## src/rtl/loc_arb_pkg.sv

```systemverilog
`timescale 1ns/1ps
package loc_arb_pkg;
  localparam int NUM_LOC = 5;
  localparam int LOC_W   = 3;

  // access register bit positions
  localparam int B_REQ    = 1;
  localparam int B_PEND   = 2;
  localparam int B_SEIZE  = 3;
  localparam int B_SEIZED = 4;
  localparam int B_ACTIVE = 5;
  localparam int B_VALID  = 7;

  typedef struct packed {
    logic [NUM_LOC-1:0] req;
    logic [NUM_LOC-1:0] seize;
    logic [NUM_LOC-1:0] seized;
    logic               ov;
    logic [LOC_W-1:0]   own;
    logic               abort;
    logic [LOC_W-1:0]   tgt;
    logic               chg;
  } arb_st_t;

  // move ownership to n (or to nobody when nv is low)
  function automatic arb_st_t hand(arb_st_t s, logic nv, logic [LOC_W-1:0] n);
    arb_st_t r;
    logic    c;
    r = s;
    c = (s.ov != nv) || (nv && (s.own != n));
    if (s.ov && c) begin
      if (nv && s.seize[n]) r.seized[s.own] = 1'b1;
      else                  r.req[s.own]    = 1'b0;
    end
    r.ov  = nv;
    r.own = nv ? n : '0;
    if (nv) begin
      r.req[n]   = 1'b0;
      r.seize[n] = 1'b0;
    end
    r.chg = s.chg | c;
    return r;
  endfunction

  // hand over now, or park the target behind an abort request
  function automatic arb_st_t prep(arb_st_t s, logic [LOC_W-1:0] n, logic busy);
    arb_st_t r;
    if (busy || s.abort) begin
      r       = s;
      r.abort = 1'b1;
      r.tgt   = n;
    end else begin
      r = hand(s, 1'b1, n);
    end
    return r;
  endfunction
endpackage

```

## src/rtl/loc_decode.sv

```systemverilog
`timescale 1ns/1ps
module loc_decode
  import loc_arb_pkg::*;
#(
  parameter int LOC_SHIFT = 12,
  parameter int ADDR_W    = LOC_SHIFT + LOC_W
) (
  input  logic [ADDR_W-1:0] addr,
  output logic [LOC_W-1:0]  loc,
  output logic              loc_ok,
  output logic              reg_hit,
  output logic              wr_ok
);
  assign loc     = addr[ADDR_W-1:LOC_SHIFT];
  assign loc_ok  = loc < LOC_W'(NUM_LOC);
  assign reg_hit = (addr[LOC_SHIFT-1:0] == '0);
  // the top locality is read-only
  assign wr_ok   = loc_ok && reg_hit && (loc != LOC_W'(NUM_LOC-1));
endmodule

```

## src/rtl/req_scan.sv

```systemverilog
`timescale 1ns/1ps
module req_scan
  import loc_arb_pkg::*;
(
  input  logic [NUM_LOC-1:0] req,
  input  logic [NUM_LOC-1:0] seize,
  output logic               hi_any,
  output logic [LOC_W-1:0]   hi_idx,
  output logic [NUM_LOC-1:0] pend_other,
  output logic [NUM_LOC-1:0] seize_above
);
  always_comb begin
    hi_any = 1'b0;
    hi_idx = '0;
    for (int i = 0; i < NUM_LOC; i++) begin
      if (req[i]) begin
        hi_any = 1'b1;
        hi_idx = LOC_W'(i);
      end
    end
  end

  for (genvar g = 0; g < NUM_LOC; g++) begin : g_loc
    assign pend_other[g]  = |(req & ~(NUM_LOC'(1) << g));
    assign seize_above[g] = |(seize >> (g + 1));
  end
endmodule

```

## src/rtl/arb_core.sv

```systemverilog
`timescale 1ns/1ps
module arb_core
  import loc_arb_pkg::*;
(
  input  logic               clk,
  input  logic               rst,
  input  logic               wr,
  input  logic [LOC_W-1:0]   wloc,
  input  logic               c_seize,
  input  logic               c_release,
  input  logic               c_request,
  input  logic               c_clr_seized,
  input  logic               cmd_busy,
  input  logic               abort_ack,
  input  logic               hi_any,
  input  logic [LOC_W-1:0]   hi_idx,
  input  logic [NUM_LOC-1:0] seize_above,
  output arb_st_t            st,
  output logic               loc_changed
);
  arb_st_t            n;
  logic               own_w;
  logic [NUM_LOC-1:0] lower_mask;

  always_comb begin
    n          = st;
    n.chg      = 1'b0;
    own_w      = st.ov && (st.own == wloc);
    lower_mask = (NUM_LOC'(1) << wloc) - NUM_LOC'(1);
    if (st.abort && abort_ack) begin
      n       = hand(n, 1'b1, st.tgt);
      n.abort = 1'b0;
    end
    if (wr) begin
      if (c_clr_seized) n.seized[wloc] = 1'b0;
      if (c_seize) begin
        if ((!st.ov || (wloc > st.own)) && !st.seize[wloc] && !seize_above[wloc]) begin
          n.seize       = n.seize & ~lower_mask;
          n.seize[wloc] = 1'b1;
          n             = prep(n, wloc, cmd_busy);
        end
      end else if (c_release) begin
        if (own_w) begin
          if (!st.abort) begin
            if (hi_any) n = prep(n, hi_idx, cmd_busy);
            else        n = hand(n, 1'b0, '0);
          end
        end else begin
          n.req[wloc] = 1'b0;
        end
      end else if (c_request) begin
        if (!own_w) begin
          if (st.ov || st.abort) n.req[wloc] = 1'b1;
          else                   n = hand(n, 1'b1, wloc);
        end
      end
    end
  end

  always_ff @(posedge clk) begin
    if (rst) begin
      st          <= '0;
      loc_changed <= 1'b0;
    end else begin
      st          <= n;
      loc_changed <= n.chg;
    end
  end

  // owner index always names a real locality
  a_r1_owner_range: assert property (@(posedge clk) disable iff (rst)
    st.ov |-> (st.own < LOC_W'(NUM_LOC)));
  // lower seizes are cancelled, higher ones block
  a_r6_single_seize: assert property (@(posedge clk) disable iff (rst)
    $onehot0(st.seize));
  // displaced flag appears only together with a handover
  a_r7_seized_on_change: assert property (@(posedge clk) disable iff (rst)
    (|(st.seized & ~$past(st.seized))) |-> loc_changed);
  // change pulse only when owner actually moved
  a_r8_pulse_real: assert property (@(posedge clk) disable iff (rst)
    loc_changed |-> ((st.ov != $past(st.ov)) || (st.own != $past(st.own))));
  // owner carries no request or seize flag
  a_r8_owner_clean: assert property (@(posedge clk) disable iff (rst)
    st.ov |-> (!st.req[st.own] && !st.seize[st.own]));
  // abort request held until acknowledged
  a_r10_abort_hold: assert property (@(posedge clk) disable iff (rst)
    (st.abort && !abort_ack) |=> st.abort);
  // owner frozen while abort pending
  a_r10_owner_hold: assert property (@(posedge clk) disable iff (rst)
    (st.abort && !abort_ack) |=> ($stable(st.ov) && $stable(st.own)));
endmodule

```

## src/rtl/loc_arbiter.sv

```systemverilog
`timescale 1ns/1ps
module loc_arbiter
  import loc_arb_pkg::*;
#(
  parameter int LOC_SHIFT = 12,
  localparam int ADDR_W   = LOC_SHIFT + LOC_W
) (
  input  logic              clk,
  input  logic              rst,
  input  logic              wr_en,
  input  logic              rd_en,
  input  logic [ADDR_W-1:0] addr,
  input  logic [7:0]        wdata,
  input  logic              cmd_busy,
  input  logic              abort_ack,
  output logic [7:0]        rdata,
  output logic              abort_req,
  output logic              owner_valid,
  output logic [LOC_W-1:0]  owner_id,
  output logic              loc_changed
);
  logic [LOC_W-1:0]   loc;
  logic               loc_ok, reg_hit, wr_ok;
  logic               hi_any;
  logic [LOC_W-1:0]   hi_idx;
  logic [NUM_LOC-1:0] pend_other, seize_above;
  arb_st_t            st;
  logic [7:0]         rd_word;
  logic               unused_bits;

  assign unused_bits = ^{wdata[7:6], wdata[B_PEND], wdata[0]};

  loc_decode #(.LOC_SHIFT(LOC_SHIFT), .ADDR_W(ADDR_W)) u_dec (
    .addr(addr), .loc(loc), .loc_ok(loc_ok), .reg_hit(reg_hit), .wr_ok(wr_ok)
  );

  req_scan u_scan (
    .req(st.req), .seize(st.seize), .hi_any(hi_any), .hi_idx(hi_idx),
    .pend_other(pend_other), .seize_above(seize_above)
  );

  arb_core u_core (
    .clk(clk), .rst(rst), .wr(wr_en && wr_ok), .wloc(loc),
    .c_seize(wdata[B_SEIZE]), .c_release(wdata[B_ACTIVE]),
    .c_request(wdata[B_REQ]), .c_clr_seized(wdata[B_SEIZED]),
    .cmd_busy(cmd_busy), .abort_ack(abort_ack),
    .hi_any(hi_any), .hi_idx(hi_idx), .seize_above(seize_above),
    .st(st), .loc_changed(loc_changed)
  );

  always_comb begin
    rd_word = '0;
    if (loc_ok && reg_hit) begin
      rd_word[B_VALID]  = 1'b1;
      rd_word[B_ACTIVE] = st.ov && (st.own == loc);
      rd_word[B_SEIZED] = st.seized[loc];
      rd_word[B_PEND]   = pend_other[loc];
      rd_word[B_REQ]    = st.req[loc];
    end
  end

  always_ff @(posedge clk) begin
    if (rst)        rdata <= '0;
    else if (rd_en) rdata <= rd_word;
  end

  assign abort_req   = st.abort;
  assign owner_valid = st.ov;
  assign owner_id    = st.own;

  // a pending seize never leaks onto the read bus after a read
  a_r9_seize_hidden: assert property (@(posedge clk) disable iff (rst)
    $past(rd_en) |-> (rdata[B_SEIZE] == 1'b0 && rdata[6] == 1'b0 && rdata[0] == 1'b0));
  // a write from the top locality never moves ownership
  a_r2_top_readonly: assert property (@(posedge clk) disable iff (rst)
    (wr_en && loc == LOC_W'(NUM_LOC-1) && !(abort_req && abort_ack)) |=>
      ($stable(owner_valid) && $stable(owner_id)));
endmodule

```

## config.mk

```make
export PLATFORM = sky130hd
export DESIGN_NAME = loc_arbiter
export DESIGN_NICKNAME = d
export VERILOG_FILES = /design/src/rtl/loc_arb_pkg.sv /design/src/rtl/loc_decode.sv /design/src/rtl/req_scan.sv /design/src/rtl/arb_core.sv /design/src/rtl/loc_arbiter.sv
export SDC_FILE = /design/constraint.sdc
export NUM_CORES = 1
export LEC_CHECK = 0
export BUFFER_PORTS_ARGS = -buffer_cell sky130_fd_sc_hd__clkbuf_2
export CAP_MARGIN = 20
export CELL_PAD_IN_SITES_DETAIL_PLACEMENT = 1
export CELL_PAD_IN_SITES_GLOBAL_PLACEMENT = 2
export CORE_MARGIN = 2
export CORE_UTILIZATION = 33
export DETAILED_ROUTE_END_ITERATION = 8
export GPL_ROUTABILITY_DRIVEN = 0
export PLACE_DENSITY_LB_ADDON = 0.1
export SETUP_SLACK_MARGIN = 0.02
export SYNTH_ARGS = -nofsm -noshare
export SYNTH_HDL_FRONTEND = slang
export SYNTH_SLANG_ARGS = --single-unit
```

## constraint.sdc

```tcl
create_clock -name clk -period 2.85 [get_ports clk]
set_input_delay 0.1425 -clock clk [delete_from_list [all_inputs] [get_ports clk]]
set_output_delay 0.1425 -clock clk [all_outputs]
set_load 0.03 [all_outputs]
```

# Yosys cells after proc, flatten, opt, wreduce, memory -nomap -nowiden
# Index checks and enable logic that the tools add are counted.
[word_totals] inputBits=29 register_bits=29 elab_cells=181
[op_classes] n_reduce_logical=33 bitwise_logic=28 n_eq_ne=5 add_sub_neg=1 n_mux=92 magnitude_cmp=12 shifts=1
[ops] op="24-bit two-way mux" n=11
[ops] op="5-bit two-way mux" n=39
[ops] op="5-bit AND" n=13
[ops] op="19-bit two-way mux" n=2
[ops] op="5-bit inverter" n=6
[ops] op="1-bit binary-select mux with 3-bit select" n=9
[ops] op="4-bit OR reduction" n=6
[ops] op="1-bit two-way mux" n=21
[ops] op="3-bit by 4-bit < comparator with 1-bit output (second input constant)" n=5
[ops] op="5-bit bitwise OR" n=4
[ops] op="1-bit demux with 3-bit select" n=5
[ops] op="3-bit by 1-bit >= comparator with 1-bit output (second input constant)" n=5
[ops] op="1-bit logical AND" n=15
[ops] op="12-bit logical NOT" n=1
[ops] op="3-bit inequality test" n=3
[ops] op="1-bit logical OR" n=6
[ops] op="2-bit two-way mux" n=3
[ops] op="3-bit two-way mux" n=2
[ops] op="1-bit by 3-bit left shift with 5-bit output (first input constant)" n=1
[ops] op="5-bit by 2-bit subtractor with 5-bit output (second input constant)" n=1
[ops] op="3-bit equality test" n=1
[ops] op="3-bit greater-than comparator" n=1
[ops] op="1-bit logical NOT" n=3
[ops] op="3-bit < comparator (second input constant)" n=1
[ops] op="5 further kinds" n=8

# Logic depth before layout (Yosys ltp)
[logic_depth] depth_word=34 depth_mapped=10

# Modules after synthesis
# Synthesis repeated with hierarchy kept, for this count alone.
[hier_totals] hier_cells=451 hier_area_um2=3200.6
[by_module_without_submodules] module="arb_core" area_per_inst_um2=2595.0 seq_area_each_um2=480.5 cells_per_inst=377 instances=1
[by_module_without_submodules] module="loc_arbiter" area_per_inst_um2=414.1 seq_area_each_um2=100.1 cells_per_inst=44 instances=1
[by_module_without_submodules] module="req_scan" area_per_inst_um2=120.1 seq_area_each_um2=0.0 cells_per_inst=21 instances=1
[by_module_without_submodules] module="loc_decode" area_per_inst_um2=71.3 seq_area_each_um2=0.0 cells_per_inst=9 instances=1

# Worst setup path after synthesis
# Ideal clock, no wire load.
[synth_path] path_type="register to register" startpoint="reg, netlist name u_core.st[7]" endpoint="reg, netlist name u_core.st[14]" synth_period_minus_slack_ns=2.422 n_path_buf=1 required_time_ns=2.764 arrival_time_ns=2.336 setup_slack_ns=0.428 setup_time_ns=0.086 stages_incl_launch_ff=10 cell_sequence="dfxtp_1 -> inv_1 -> ha_1 -> and4_1 -> buf_2 -> a31oi_2 -> o311a_4 -> nand3_4 -> or4_4 -> a221oi_2"
[synth_between] elab_chain_cells=7
[synth_lines] element="3-bit greater-than comparator / 3-bit equality test (equally long branches)" line_no="arb_core.sv:37, arb_core.sv:28"
[synth_lines] element="1-bit logical OR / 1-bit logical AND (equally long branches)" line_no="arb_core.sv:37, arb_core.sv:28"
[synth_lines] element="1-bit logical AND / 24-bit two-way mux (equally long branches)" line_no="arb_core.sv:37, arb_core.sv:52"
[synth_lines] element="1-bit logical AND / 24-bit two-way mux (equally long branches)" line_no="arb_core.sv:37, arb_core.sv:51"
[synth_lines] element="24-bit two-way mux, on equally long branches" line_no="arb_core.sv:37, arb_core.sv:42"
[synth_lines] element="24-bit two-way mux (*)" line_no="arb_core.sv:36" source="if (c_seize) begin"
[synth_lines] element="24-bit two-way mux (*)" line_no="arb_core.sv:34" source="if (wr) begin"
# Mark *: on every way between the ends. The rest lies on a longest branch, timed or not.
# A chain may end at the register's enable or synchronous reset.

# Worst setup path after layout
[layout_path] startpoint="reg, netlist name u_core.st[4]" endpoint="reg u_core.loc_changed"
[layout_between] elab_chain_cells=12
[layout_lines] element="1-bit logical AND" line_no="arb_core.sv:30" source="if (st.abort && abort_ack) begin"
[layout_lines] element="24-bit two-way mux" line_no="arb_core.sv:30"
[layout_lines] element="3-bit inequality test / 1-bit inverter (equally long branches)" line_no="loc_arb_pkg.sv:30" source="c = (s.ov != nv) || (nv && (s.own != n));"
[layout_lines] element="1-bit logical OR" line_no="loc_arb_pkg.sv:30"
[layout_lines] element="1-bit bitwise OR" line_no="loc_arb_pkg.sv:41" source="r.chg = s.chg | c;"
[layout_lines] element="24-bit two-way mux" line_no="loc_arb_pkg.sv:48" source="if (busy || s.abort) begin"
[layout_lines] element="24-bit two-way mux" line_no="arb_core.sv:45" source="if (hi_any) n = prep(n, hi_idx, cmd_busy);"
[layout_lines] element="24-bit two-way mux" line_no="arb_core.sv:44" source="if (!st.abort) begin"
[layout_lines] element="19-bit two-way mux" line_no="arb_core.sv:43" source="if (own_w) begin"
[layout_lines] element="24-bit two-way mux" line_no="arb_core.sv:42" source="end else if (c_release) begin"
[layout_lines] element="24-bit two-way mux" line_no="arb_core.sv:36"
[layout_lines] element="24-bit two-way mux (*)" line_no="arb_core.sv:34"
[layout_lines] element="end signal, assigned" line_no="arb_core.sv:66" source="loc_changed <= n.chg;"
[layout_lines] element="end, declared" line_no="arb_core.sv:19" source="output logic loc_changed"
# Marks and branches as above.

==> metrics <==
result of the run=finished clean; Max Cap Violations=0; setup slack on the worst flop-to-flop path=0.32 ns; final clock skew=approximately 0.0080 ns; post-CTS resize count=0; number of optimization iterations in the first detailed-route pass=5; Crit Reg-Reg Startpoint=u_core.st[4]$_SDFF_PP0_; Post-Synthesis Mean Instance Area=7.45 sq um; PD cells=306 nW/um^2; launch point of the worst path=u_core.st[4]$_SDFF_PP0_; minimum clock period=2.53 ns; post-synthesis async set-or-reset flop share=0%; average routed wire per standard cell=24.5 um; total via count in the routed design=3562; Distinct cells, synth=81; antenna-violating nets left=0; crit share post-route=88.9%; setup repair after global routing missed its margin=false; Final setup violation count=0; antenna violations before repair=0; biggest fanout along the worst timing path=14; Final Net Count=roughly 470; Clk Latency, worst-skew pair=0.30 ns; cell area reported after detailed placement=3320 sq um; arrival time reported for the critical path endpoint=2.69 ns; # hold bufs at CTS=0; count of antenna diodes in the layout=0; port buffer count=35; Hold Crit Class=input port to register; Die Span X=98.7 um; setup TNS after final layout=0 ns; count of warnings emitted by yosys=0; fraction of the yosys area taken by sequential cells=19.6%; depth of the CTS H-tree=2; Worst-path clk slew=0.08 ns; TritonCTS buffer count=5; Synth area leader=sky130_fd_sc_hd__dfxtp_1; first-pass GRT wire length=20400 um; number of flops mapped to enable cells by yosys=0; via count of the first global-routing pass=about 3400; Clock Tree Root=sky130_fd_sc_hd__clkbuf_8; # IOs=43; cell count after synthesis=397; peak clock frequency supported by timing=0.395 GHz; Worst Tran Pin Value=0.679 ns; Core Footprint=8720 sq um; relative slew slack=54.3%; final hold violation count=0; most instantiated flip-flop cell in the synthesis netlist=sky130_fd_sc_hd__dfxtp_1; post-synthesis instance area=slightly below 3000 sq um; global route total overflow=0; number of DRC violations after detailed routing=0; Area growth, synth to finish=16.0%; endpoint kind of the worst setup timing path=register; standby leakage power=1.28 nW; Starting Density=33.9%; number of clock sinks=29; routed via count divided by cell count=6.55; number of setup buffers added after CTS=0; fraction of final layout cells sized beyond drive strength 1=20.6%; clock tree from TritonCTS=yes; number of buffers between clock root and the deepest sink=2; count of state elements after synthesis=29; Final Max Tran Viols=0; Detail Placement HPWL=10100 um; Power Total=1.05 mW; last element of the critical path=u_core.loc_changed$_SDFF_PP0_; share of Yosys cell area claimed by the top area cell type=19.6%; Iteration-0 DRC Markers=a little over 400; Cell Rows=34; Total Die Area=9740 sq um; chip height=98.7 um; top cells by instance count after synthesis=sky130_fd_sc_hd__nor2_1, sky130_fd_sc_hd__dfxtp_1, sky130_fd_sc_hd__nand2_1; R2R cell count=6; r2r endpoint=u_core.loc_changed$_SDFF_PP0_; Critical Path Source Type=register; overall routed net length=between 10000 and 15000 um; worst endpoint required time=3.01 ns; fin area=3430 sq um; Peak VDD IR=~0.00017 V; biggest area contributors in the synthesized netlist=sky130_fd_sc_hd__dfxtp_1, sky130_fd_sc_hd__nor2_1, sky130_fd_sc_hd__a21oi_1; total routing resource utilization after global routing=27.2%; classification of the worst setup path=register to register; maximum number of pins on one net before global-route repair=24; top-count cell post-synth=sky130_fd_sc_hd__nor2_1
-- report_power, final --
| part | switching, mW | internal [mW] |
|---|---|---|
| clock | 0.189 | 0.285 |
| sequential | 0.00000912 | 0.405 |
| combinational | 0.118 | 0.0537 |
-- per-stage QoR --
stage,instances,util [%],setup WS (ns),hold WS [ns]
after floorplan,399,-,0.428,0.355
after global routing,544,39.4,0.155,0.271
final,544,39.4,0.316,0.199
after CTS,544,39.4,0.369,0.215
after global placement,536,38.0,0.407,0.445
after detailed placement,536,38.0,0.387,0.463
-- worst min path at each step --
stage,start,end,cells after the start
5_1_grt,rd_en,rdata[1]$_SDFFE_PP0P_,4
4_1_cts,rd_en,rdata[1]$_SDFFE_PP0P_,4
2_1_floorplan,wdata[5],u_core.st[20]$_SDFF_PP0_,3
3_3_place_gp,rdata[1]$_SDFFE_PP0P_,rdata[1]$_SDFFE_PP0P_,2
6_report,rd_en,rdata[1]$_SDFFE_PP0P_,4
3_5_place_dp,rdata[1]$_SDFFE_PP0P_,rdata[1]$_SDFFE_PP0P_,2
-- placed cells by master (no fill, tap or decap), types with 5 or more instances in the layout --
| master | netlist | layout |
|---|---|---|
| sky130_fd_sc_hd__nand2b_1 | 6 | 6 |
| sky130_fd_sc_hd__nor2_1 | 37 | 37 |
| sky130_fd_sc_hd__dfxtp_1 | 29 | 29 |
| sky130_fd_sc_hd__nor4_1 | 10 | 10 |
| sky130_fd_sc_hd__inv_1 | 16 | 16 |
| sky130_fd_sc_hd__a211oi_1 | 8 | 8 |
| sky130_fd_sc_hd__nand2_1 | 25 | 25 |
| sky130_fd_sc_hd__and3_1 | 6 | 6 |
| sky130_fd_sc_hd__buf_4 | 8 | 28 |
| sky130_fd_sc_hd__a21o_1 | 6 | 6 |
| sky130_fd_sc_hd__clkbuf_2 | 0 | 35 |
| sky130_fd_sc_hd__o31a_1 | 5 | 5 |
| sky130_fd_sc_hd__a21oi_1 | 24 | 24 |
| sky130_fd_sc_hd__a31oi_1 | 14 | 14 |
| sky130_fd_sc_hd__xnor2_1 | 5 | 5 |
| sky130_fd_sc_hd__nor3_1 | 17 | 17 |
| sky130_fd_sc_hd__o211ai_1 | 5 | 5 |
| sky130_fd_sc_hd__nand4_1 | 6 | 6 |
| sky130_fd_sc_hd__mux2i_1 | 5 | 5 |
| sky130_fd_sc_hd__o31ai_1 | 7 | 7 |
| sky130_fd_sc_hd__o21ai_0 | 19 | 19 |
| sky130_fd_sc_hd__clkbuf_8 | 0 | 6 |
| sky130_fd_sc_hd__nand3_1 | 9 | 9 |
-- per-layer routing --
metal,vias up,part of all wire [%],track usage (%)
met5,-,0,0
met4,0,2.3,7.80
met3,35,8.1,3.69
met2,198,45,43.8
met1,1724,44,38.0
li1,1605,-,-
-- cells by family (layout without fill, tap and decap cells) --
logic type,count (synthesis),in the layout,share of synthesized area [%]
xor gates and xnor gates,9,9,2.66
buffers and inverters,51,88,8.12
DFF,29,29,19.6
muxes,7,7,3.21
other,1,3,0.127
AOI/OAI and AO/OA,144,144,36.4
and+or+nand+nor,152,152,28.2
adders and majority gates,4,4,1.69
-- flip-flops by register name, summed over array words and instances (netlist names) --
name                flops
rdata                   5
u_core.loc_changed      1
u_core.st              23
-- worst max-delay path, stage by stage (launching register included) --
cell and delay, ns:
sky130_fd_sc_hd__dfxtp_1 0.75, sky130_fd_sc_hd__nand2_2 0.30, sky130_fd_sc_hd__mux2i_4 0.31, sky130_fd_sc_hd__xor2_1 0.23
sky130_fd_sc_hd__or4_1 0.51, sky130_fd_sc_hd__a31oi_1 0.20, sky130_fd_sc_hd__o31ai_1 0.10
-- layout make-up --
| class | count | area (sq um) |
|---|---|---|
| Multi-Input combinational cell | 319 | 2150 |
| Fill cell | 1102 | 5290 |
| Clock buffer | 7 | 86.3 |
| Tap cell | 108 | 135 |
| Clock inverter | 1 | 30.0 |
| Timing Repair Buffer | 63 | 385 |
| Inverter | 17 | 63.8 |
| Sequential cell | 29 | 581 |
Note: power is estimated with default switching activity, not from simulation.
